--- src/rtl/rlc_cell.sv ---
module rlc_cell #(
  parameter int N_CAND = 4,
  parameter int TT_W   = 8
) (
  input  logic              clk,
  input  logic              rst,
  input  logic              cfg_en,
  input  logic              cfg_in,
  output logic              cfg_out,
  input  logic              ce,
  input  logic [N_CAND-1:0] chan_cand,
  input  logic [N_CAND-1:0] up_cand,
  input  logic [N_CAND-1:0] dn_cand,
  output logic              chan_out,
  output logic              up_out,
  output logic              dn_out
);
  localparam int SELW  = $clog2(N_CAND);
  localparam int OSELW = 2;
  localparam int CFG_W = TT_W + 3*SELW + 1 + 3*OSELW;
  localparam int TT_LO = CFG_W - TT_W;
  localparam int SA_LO = TT_LO - SELW;
  localparam int SB_LO = SA_LO - SELW;
  localparam int SC_LO = SB_LO - SELW;
  localparam int UR_B  = SC_LO - 1;
  localparam int O0_LO = UR_B - OSELW;
  localparam int O1_LO = O0_LO - OSELW;
  localparam int O2_LO = O1_LO - OSELW;

  logic [CFG_W-1:0] cfg;
  logic             q;
  logic             in_a, in_b, in_c, f, fp;

  always_ff @(posedge clk) begin
    if (rst)         cfg <= '0;
    else if (cfg_en) cfg <= {cfg[CFG_W-2:0], cfg_in};
  end

  assign cfg_out = cfg[CFG_W-1];

  wire [TT_W-1:0]  tt    = cfg[CFG_W-1:TT_LO];
  wire [SELW-1:0]  sel_a = cfg[SA_LO +: SELW];
  wire [SELW-1:0]  sel_b = cfg[SB_LO +: SELW];
  wire [SELW-1:0]  sel_c = cfg[SC_LO +: SELW];
  wire             use_q = cfg[UR_B];
  wire [OSELW-1:0] os0   = cfg[O0_LO +: OSELW];
  wire [OSELW-1:0] os1   = cfg[O1_LO +: OSELW];
  wire [OSELW-1:0] os2   = cfg[O2_LO +: OSELW];

  assign in_a = chan_cand[sel_a];
  assign in_b = up_cand[sel_b];
  assign in_c = dn_cand[sel_c];
  assign f    = tt[{in_c, in_b, in_a}];

  always_ff @(posedge clk) begin
    if (rst)               q <= 1'b0;
    else if (ce && !cfg_en) q <= f;
  end

  assign fp = use_q ? q : f;

  function automatic logic route(input logic [OSELW-1:0] s,
                                 input logic r, a, b, c);
    case (s)
      2'd0:    route = r;
      2'd1:    route = a;
      2'd2:    route = b;
      default: route = c;
    endcase
  endfunction

  assign chan_out = route(os0, fp, in_a, in_b, in_c);
  assign up_out   = route(os1, fp, in_a, in_b, in_c);
  assign dn_out   = route(os2, fp, in_a, in_b, in_c);
endmodule

--- config.mk ---
export PLATFORM = sky130hd
export DESIGN_NAME = rlc_cell
export DESIGN_NICKNAME = d
export VERILOG_FILES = /design/src/rtl/rlc_cell.sv
export SDC_FILE = /design/constraint.sdc
export NUM_CORES = 1
export LEC_CHECK = 0
export BUFFER_PORTS_ARGS = -buffer_cell sky130_fd_sc_hd__buf_4
export CAP_MARGIN = 5
export CORE_AREA = 3 3 49 51
export CTS_CLUSTER_SIZE = 25
export DETAILED_ROUTE_END_ITERATION = 10
export DIE_AREA = 0 0 52 54
export HOLD_SLACK_MARGIN = 0.15
export PLACE_DENSITY_LB_ADDON = 0.1
export SYNTH_ARGS = -nofsm -noshare
export SYNTH_HDL_FRONTEND = slang
export SYNTH_SLANG_ARGS = --single-unit
--- constraint.sdc ---
create_clock -name clk -period 1.97 [get_ports clk]
set_input_delay 0.197 -clock clk [delete_from_list [all_inputs] [get_ports clk]]
set_output_delay 0.197 -clock clk [all_outputs]
set_load 0.01 [all_outputs]
======== After elaboration in Yosys (flattened, before gate mapping) ========
Cells that the tools add are included.
operators by class
  magnitude comparators ................... 4
  eq/ne operators ......................... 6
  multiplexer cells ....................... 12
  reduce and logical (&&, ||, !) cells .... 5
operators with widths
  operator                                             count
  < comparator 2 x 3 -> 1 bit (second input constant)  3
  case mux 1 bit (3 select lines)                      3
  binary-select mux 1 bit (select 2 bit)               3
  == test 2 x 1 -> 1 bit (second input constant)       3
  == test 2 bit (second input constant)                3
  logical NOT 2 bit                                    3
  2-to-1 mux 1 bit                                     5
  < comparator 3 x 4 -> 1 bit (second input constant)  1
  binary-select mux 1 bit (select 3 bit)               1
  logical AND 1 bit                                    1
  logical NOT 1 bit                                    1
storage, ports and cells
  flip-flop bits (word level) ............. 22
  input port bits ......................... 17
  output and inout bits ................... 4
  logic and storage cells ................. 29

======== Depth between registers and ports, before layout ========
Gate-level depths: netlist of the first run.
  depth after elaboration ................. 6
  gate-level depth with buffers ........... 5
  depth with buffers taken out ............ 5

======== Worst setup path after synthesis of the first run ========
No wires, ideal clock.
  kind .................................... register to output
  from .................................... register cfg[11]
  to ...................................... output port chan_out
  data arrival time ....................... 1686 ps
  data required time ...................... 1773 ps
  path slack .............................. 87 ps
  stages on the path, launching flop included .. 6
  path buffers ............................ 0
  cell sequence ........................... dfxtp_1 mux4_2 mux2_4 a2bb2oi_2 o21ai_2 a21boi_0
between the ends
  word-level cells in the longest chain between the ends .. 6
ends and longest elaborated chain
  element                                     line  RTL
  start, declared                             30    logic [CFG_W-1:0] cfg;
  start signal, assigned                      36    else if (cfg_en) cfg <= {cfg[CFG_W-2:0], cfg_in};
  binary-select mux 1 bit (select 2 bit) (*)  50    assign in_a = chan_cand[sel_a];
  2-to-1 mux 1 bit (implied by the code) (*)  50
  binary-select mux 1 bit (select 3 bit)      53    assign f = tt[{in_c, in_b, in_a}];
  2-to-1 mux 1 bit (implied by the code)      53
  2-to-1 mux 1 bit                            60    assign fp = use_q ? q : f;
  case mux 1 bit (3 select lines) (*)         64    case (s)
  end, declared                               14    output logic chan_out,
Mark *: on every way between the ends. The rest lies on a longest branch, timed or not. The select of a mux whose other input is x is not followed.

======== Worst setup path in the final report of the first run ========
  from .................................... register cfg[11]
  to ...................................... output port dn_out
between the ends
  word-level cells in the longest chain between the ends .. 6
ends and longest elaborated chain
  element                                     line  RTL
  binary-select mux 1 bit (select 2 bit) (*)  50
  2-to-1 mux 1 bit (implied by the code) (*)  50
  binary-select mux 1 bit (select 3 bit)      53
  2-to-1 mux 1 bit (implied by the code)      53
  2-to-1 mux 1 bit                            60
  case mux 1 bit (3 select lines) (*)         64
  end, declared                               16    output logic dn_out
Marks and branches as above.

==> metrics.txt, run 1 <==
# TYPE chip_impl_metric gauge
chip_impl_metric{name="yosys_register_bits",unit=""} 22
chip_impl_metric{name="synth_xor_xnor_area_share",unit="%"} 0
chip_impl_metric{name="dpl.cell_count",unit=""} 141
chip_impl_info{name="critical_path.top_delay_family",value="multiplexers"} 1
chip_impl_metric{name="final.setup.tns",unit="ns"} -0.943
chip_impl_metric{name="edff_count_synth",unit=""} 0
chip_impl_metric{name="dr.first_iter.drc_count",unit=""} 6
chip_impl_info{name="outcome",value="finished with violations"} 1
chip_impl_metric{name="timing.hold.ws",unit="ns"} 0.171
chip_impl_metric{name="p_r_area_growth_vs_syn",unit="%"} 23.4
chip_impl_metric{name="synth_seq_area_share",unit="%"} 41.4
chip_impl_metric{name="globalplace.congestion",unit=""} 0.787
chip_impl_metric{name="syn_nets",unit=""} 113
chip_impl_metric{name="fill_cells",unit=""} 166
chip_impl_metric{name="cp.buffers_inverters",unit=""} 1
chip_impl_metric{name="ir_drop",unit="mV"} 0.473
chip_impl_metric{name="max_stage_delay_on_crit_path",unit="ns"} 0.60
chip_impl_metric{name="max-clock-path-buffers",unit=""} 2
chip_impl_info{name="cts_tree",value="yes"} 1
chip_impl_metric{name="timing.final.crit_period",unit="ns"} 2.29
chip_impl_metric{name="timing.critical_path.fanout_max",unit=""} 7
chip_impl_metric{name="synth-simple-area-share",unit="%"} 10.5
chip_impl_metric{name="first_pass_grt_wire_length",unit="um"} 3350
chip_impl_metric{name="port-buffer-count",unit=""} 20
chip_impl_metric{name="pwr_density_cell",unit="nW/um2"} 608
chip_impl_metric{name="finish.net_count",unit=""} 137
chip_impl_metric{name="maxSlewViolCount",unit=""} 0
chip_impl_metric{name="final_antenna_net_count",unit=""} 0
chip_impl_metric{name="final.setup_skew",unit="ns"} 0.00584
chip_impl_metric{name="critPathArrivalTime",unit="ns"} 2.09
chip_impl_metric{name="postRouteWirelength",unit="um"} 1930
chip_impl_metric{name="worst_ep_required_time",unit="ns"} 1.77
chip_impl_metric{name="die_height",unit="um"} 54
chip_impl_metric{name="post-dp-hpwl",unit="um"} 1390
chip_impl_info{name="setup.worst_path.start_class",value="flop"} 1
chip_impl_info{name="synthDominantAreaCellType",value="dfxtp_1"} 1
chip_impl_metric{name="timing.final.crit_share",unit="%"} 116
chip_impl_metric{name="grt_max_degree",unit=""} 24
chip_impl_info{name="worst_hold_path_startpoint",value="ce"} 1
chip_impl_info{name="launch_point_of_the_worst_reg_to_reg_path",value="cfg[11]"} 1
chip_impl_metric{name="placed_area",unit="um2"} 1240
chip_impl_metric{name="grt_usage",unit="%"} 16.6
chip_impl_metric{name="clock.fmax",unit="GHz"} 0.437
chip_impl_metric{name="area_taken_by_multi_input_logic_gates",unit="um2"} 611
chip_impl_metric{name="ioPinCount",unit=""} 21
chip_impl_metric{name="post_route_cells_drive_above_1_share",unit="%"} 31.9
chip_impl_metric{name="detail_route.vias_per_cell",unit=""} 5.36
chip_impl_metric{name="synth_mux_area_share",unit="%"} 38.7
chip_impl_metric{name="synth_async_sr_flop_share",unit="%"} 0
chip_impl_metric{name="post_layout_nonfiller_instances",unit=""} 146
chip_impl_metric{name="core_region_area",unit="um2"} 1980
chip_impl_metric{name="htree_levels",unit=""} 1
chip_impl_metric{name="first_global_vias",unit=""} 749
chip_impl_info{name="worstPathCellList",value="mux4_2 > mux4_1 > a21boi_2 > buf_4"} 1
chip_impl_metric{name="combined_flip_flop_and_latch_cell_area",unit="um2"} 443
chip_impl_metric{name="synth-warning-count",unit=""} 0
chip_impl_metric{name="synth_cells",unit=""} 96
chip_impl_info{name="ys_dominant_reg_cell",value="dfxtp_1"} 1
chip_impl_info{name="leading_post_synthesis_cells_by_instance_count",value="25 x mux2i_1, 22 x dfxtp_1, 21 x nor2_1"} 1
chip_impl_metric{name="synth_area",unit="um2"} 1060
chip_impl_info{name="cp-end-kind",value="primary output"} 1
chip_impl_metric{name="route.detailed.drc",unit=""} 0
chip_impl_metric{name="cts_setup_buffers",unit=""} 0
chip_impl_metric{name="dieArea",unit="um2"} 2810
chip_impl_metric{name="yosys.area.top_type_share",unit="%"} 41.4
chip_impl_metric{name="post_drt_wl_per_cell",unit="um"} 13.2
chip_impl_info{name="min_path_type",value="in2reg"} 1
chip_impl_metric{name="max_cap_viol_count",unit=""} 0
chip_impl_info{name="setup_repair_after_global_routing_missed_its_margin",value="true"} 1
chip_impl_info{name="synth_top_family_by_area",value="multiplexers"} 1
chip_impl_metric{name="clkSlewWorstSetupHoldPaths",unit="ns"} 0.12
chip_impl_info{name="failed_checks",value="setup timing"} 1
chip_impl_metric{name="number_of_core_rows",unit=""} 16
chip_impl_metric{name="synth_area_in_adders",unit="%"} 0
chip_impl_metric{name="antenna-diode-count",unit=""} 0
chip_impl_metric{name="synth.lib_cells_used.distinct",unit=""} 20
chip_impl_metric{name="layout.core_utilization",unit="%"} 66.3
chip_impl_metric{name="synth_area_in_compound_gates",unit="%"} 6.11
chip_impl_metric{name="slew_headroom",unit="%"} 75.2
chip_impl_metric{name="clock_latency",unit="ns"} 0.31
chip_impl_metric{name="tightestPinTransition",unit="ns"} 0.373
chip_impl_info{name="worstSetupStartpoint",value="cfg[11]"} 1
chip_impl_metric{name="setup_viol",unit=""} 3
chip_impl_metric{name="cts_buffers",unit=""} 3
chip_impl_metric{name="synth_area_per_cell",unit="um2"} 11.1
chip_impl_metric{name="dr_total_vias",unit=""} 782
chip_impl_metric{name="leakage",unit="nW"} 0.571
chip_impl_metric{name="fin_ws",unit="ns"} -0.319
chip_impl_metric{name="stdcell_area",unit="um2"} 1310
chip_impl_metric{name="leftover_overflow_at_the_end_of_global_routing",unit=""} 0
chip_impl_info{name="path_class",value="reg2out"} 1
chip_impl_info{name="synth_most_common_cell",value="mux2i_1"} 1
chip_impl_metric{name="start_util",unit="%"} 53.7
chip_impl_metric{name="cts_num_sinks",unit=""} 22
chip_impl_info{name="cts_root_buffer",value="clkbuf_4"} 1
chip_impl_metric{name="antenna_violations_before_repair",unit=""} 0
chip_impl_metric{name="finalHoldViolCount",unit=""} 0
chip_impl_info{name="slowest_stage",value="mux4_2"} 1
chip_impl_metric{name="drt_pass1_iterations",unit=""} 4
chip_impl_metric{name="die_w",unit="um"} 52
chip_impl_info{name="synth_top_cells_by_area",value="dfxtp_1 41%, mux2i_1 24%, mux4_1 7.4%"} 1
## worst paths after layout
kind	end	slack, ns	cells after the start
max reg2reg	q	0.15	6
min reg2reg	q	0.49	2
min	q	0.17	3
max	dn_out	-0.32	4
## worst register-to-register path: stages (launching register included)
cell and delay [ns]:
dfxtp_2 0.36, mux4_2 0.60, mux2i_1 0.23, mux2i_2 0.13, buf_4 0.14, o2111ai_1 0.17
a21oi_1 0.08
## per-layer routing
metal  GRT usage (%)  vias up  wire [um]
met5               0        -          0
met4            10.5        0         51
met3            2.49        5         78
met2            25.9       18        945
met1            21.3      370        860
li1                -      389          -
## cells in the final DEF, fill, tap and decap left out, types with 2 or more instances in the layout
master	n
mux2i_1	24
buf_4	23
nor2_1	21
dfxtp_1	20
mux4_2	4
nor3_1	3
clkbuf_4	3
mux4_1	2
a21boi_1	2
inv_1	2
dfxtp_2	2
## kinds of logic (layout without fill, tap and decap cells)
group / count (synthesis) / count (layout)
multiplexers: 32 / 32
AND/OR/NAND/NOR: 27 / 27
flip-flops: 22 / 22
AO/OA/AOI/OAI: 8 / 8
buffers and inverters: 7 / 30
## metrics by stage
stage	worst slack [ns]	power (W)
2_1_floorplan	0.0868	0.000517
3_3_place_gp	0.000489	0.000554
3_5_place_dp	-0.0446	0.000555
4_1_cts	-0.324	0.000806
5_1_grt	-0.419	0.000842
6_report	-0.319	0.000798
## power breakdown
| group | switching (W) | total, W | internal (W) |
|---|---|---|---|
| clock | 0.000133 | 0.000246 | 0.000113 |
| combinational | 0.0000436 | 0.000102 | 0.0000584 |
| sequential | 0.00000305 | 0.000451 | 0.000448 |
## sequential cells by signal, summed over array words and instances, names as in the netlist
signal  count
cfg        21
q           1
## repair_timing
action	CTS	global route
hold endpoints to repair	1	0
pin swaps	3	2
hold buffers	1	0
gates cloned	0	0
resized for setup	5	4
setup endpoints to repair	3	3
## area by class of cell
type,instances,area share (%)
Timing Repair Buffer,24,13.9
Inverter,2,0.571
Clock buffer,4,2.76
Sequential cell,22,33.7
Tap cell,27,2.57
Multi-Input combinational cell,67,46.5
(Power assumes the default switching activity.)
==> run 2, diff against run 1 <==
Settings changed: CORE_AREA 3 3 49 51 to 3 3 45 57, DIE_AREA 0 0 52 54 to 0 0 48 60.
==> run 2 against run 1 <==
Net effect: the flow still finishes with violations (setup timing); critical path depth increased by 2; power decreased by 6.6%; utilization decreased by 2.8 points; critical path type unchanged; largest cell class unchanged; largest power group unchanged.
==> metrics.txt, run 2 (synthesis results as in run 1) <==
# TYPE chip_impl_metric gauge
chip_impl_info{name="outcome",value="finished with violations"} 1
chip_impl_info{name="failed_checks",value="setup timing"} 1
chip_impl_info{name="layout_commonest_cell",value="buf_4"} 1
chip_impl_metric{name="slew_headroom",unit="%"} 76.0
chip_impl_metric{name="max_stage_delay_on_crit_path",unit="ns"} 0.60
chip_impl_metric{name="dieArea",unit="um2"} 2880
chip_impl_metric{name="max_cap_viol_count",unit=""} 0
chip_impl_metric{name="timing.critical_path.fanout_max",unit=""} 7
chip_impl_metric{name="antenna_violations_before_repair",unit=""} 0
chip_impl_metric{name="timing.final.crit_period",unit="ns"} 2.26
chip_impl_metric{name="cts_num_sinks",unit=""} 22
chip_impl_metric{name="postRouteWirelength",unit="um"} 1860
chip_impl_metric{name="timing.final.crit_share",unit="%"} 115
chip_impl_metric{name="core_region_area",unit="um2"} 2030
chip_impl_metric{name="post_drt_wl_per_cell",unit="um"} 13.3
chip_impl_metric{name="clock.fmax",unit="GHz"} 0.443
chip_impl_metric{name="grt_usage",unit="%"} 14.8
chip_impl_metric{name="port-buffer-count",unit=""} 20
chip_impl_metric{name="finish.net_count",unit=""} 139
chip_impl_metric{name="htree_levels",unit=""} 1
chip_impl_metric{name="die_height",unit="um"} 60
chip_impl_metric{name="critPathArrivalTime",unit="ns"} 2.06
chip_impl_metric{name="pwr_density_cell",unit="nW/um2"} 579
chip_impl_metric{name="start_util",unit="%"} 52.5
chip_impl_metric{name="finalHoldViolCount",unit=""} 0
chip_impl_metric{name="largest_reg_flops",unit=""} 21
chip_impl_metric{name="clkSlewWorstSetupHoldPaths",unit="ns"} 0.11
chip_impl_info{name="cts_root_buffer",value="clkbuf_4"} 1
chip_impl_info{name="setup.worst_path.start_class",value="flop"} 1
chip_impl_info{name="most_frequent_cells_in_the_layout",value="25 x buf_4, 24 x mux2i_1, 21 x nor2_1, 20 x dfxtp_1, 4 x mux4_2"} 1
chip_impl_info{name="cp-end-kind",value="primary output"} 1
chip_impl_metric{name="cts_buffers",unit=""} 3
chip_impl_metric{name="worst_ep_required_time",unit="ns"} 1.77
chip_impl_metric{name="fin_ws",unit="ns"} -0.288
chip_impl_metric{name="dr_total_vias",unit=""} 780
chip_impl_metric{name="final_antenna_net_count",unit=""} 0
chip_impl_metric{name="first_global_vias",unit=""} 743
chip_impl_info{name="min_path_type",value="in2reg"} 1
chip_impl_metric{name="p_r_area_growth_vs_syn",unit="%"} 20.9
chip_impl_metric{name="route.detailed.drc",unit=""} 0
chip_impl_info{name="worstPathCellList",value="mux4_2 > mux2_4 > a2bb2oi_2 > o21ai_2 > a21boi_1 > buf_4"} 1
chip_impl_metric{name="post_route_cells_drive_above_1_share",unit="%"} 32.5
chip_impl_metric{name="detail_route.vias_per_cell",unit=""} 5.57
chip_impl_metric{name="final.setup_skew",unit="ns"} 0.00140
chip_impl_metric{name="max-clock-path-buffers",unit=""} 2
chip_impl_info{name="cts_tree",value="yes"} 1
chip_impl_info{name="slowest_stage",value="mux4_2"} 1
chip_impl_metric{name="grt_max_degree",unit=""} 24
chip_impl_metric{name="setup_viol",unit=""} 3
chip_impl_metric{name="antenna-diode-count",unit=""} 0
chip_impl_metric{name="timing.hold.ws",unit="ns"} 0.186
chip_impl_info{name="setup_repair_after_global_routing_missed_its_margin",value="true"} 1
chip_impl_metric{name="leakage",unit="nW"} 0.569
chip_impl_metric{name="maxSlewViolCount",unit=""} 0
chip_impl_info{name="path_class",value="reg2out"} 1
chip_impl_metric{name="die_w",unit="um"} 48
chip_impl_metric{name="dr.first_iter.drc_count",unit=""} 1
chip_impl_metric{name="globalplace.congestion",unit=""} 0.749
chip_impl_metric{name="tightestPinTransition",unit="ns"} 0.360
chip_impl_metric{name="ioPinCount",unit=""} 21
chip_impl_metric{name="first_pass_grt_wire_length",unit="um"} 3050
chip_impl_metric{name="final.setup.tns",unit="ns"} -0.852
chip_impl_metric{name="leftover_overflow_at_the_end_of_global_routing",unit=""} 0
chip_impl_info{name="registers.top_by_ff_count",value="cfg"} 1
chip_impl_metric{name="number_of_core_rows",unit=""} 18
chip_impl_metric{name="drt_pass1_iterations",unit=""} 2
chip_impl_metric{name="ir_drop",unit="mV"} 0.508
chip_impl_metric{name="clock_latency",unit="ns"} 0.30
chip_impl_info{name="reg_top3",value="cfg (21), q (1)"} 1
==> run 2: final timing paths <==
path | end | slack (ns) | depth (start not counted) | start
max reg2reg | q | 0.01 | 7 | cfg[11]
min | q | 0.19 | 3 | ce
max | up_out | -0.29 | 6 | cfg[11]
min reg2reg | q | 0.49 | 2 | q
==> run 2: through the flow <==
stage	setup WS [ns]	cell area (um2)	total power [W]	util, %	cells
final	-0.288	1290	0.000746	63.5	140
after detailed placement	-0.0425	1230	0.000555	60.5	133
after global routing	-0.418	1290	0.000788	63.5	140
after global placement	-0.00295	1230	0.000554	60.5	133
after floorplan	0.0868	1060	0.000517	-	96
after CTS	-0.310	1280	0.000756	63.1	140
==> run 2: cell type report <==
class	instances	area [um2]
multi-input combinational	67	592
clock buffer	3	22.5
sequential	22	443
inverter	2	7.51
fill	184	739
tap	20	25.0
timing repair buffer	26	198
==> run 2: where the power goes <==
group          switching [W]  total (W)  internal (W)
Combinational      0.0000427   0.000103     0.0000605
Clock               0.000121   0.000192     0.0000713
Sequential        0.00000307   0.000451      0.000448
Total               0.000166   0.000746      0.000579
==> run 2: critical path: cells and delay by family (launching register included) <==
family,cells,cell delay [ns]
DFF,1,0.35
muxes,2,0.93
AOI/OAI and AO/OA,3,0.32
buffers and inverters,1,0.15
==> run 2: metal layers <==
layer	global-route usage [%]	up-vias	share of wire, %
met5	0	-	0
met1	18.4	364	44
met2	23.8	18	51
met4	5.77	0	0.65
li1	-	396	-
met3	3.61	2	4.5
==> run 2: repair_timing <==
item | 4_1_cts | 5_1_grt
hold buffers | 1 | 0
setup buffers | 3 | 0
gates resized for setup | 5 | 2
pin swaps | 2 | 0
endpoints found under the hold margin | 1 | 0
endpoints found under the setup margin | 3 | 4
cloned | 0 | 0
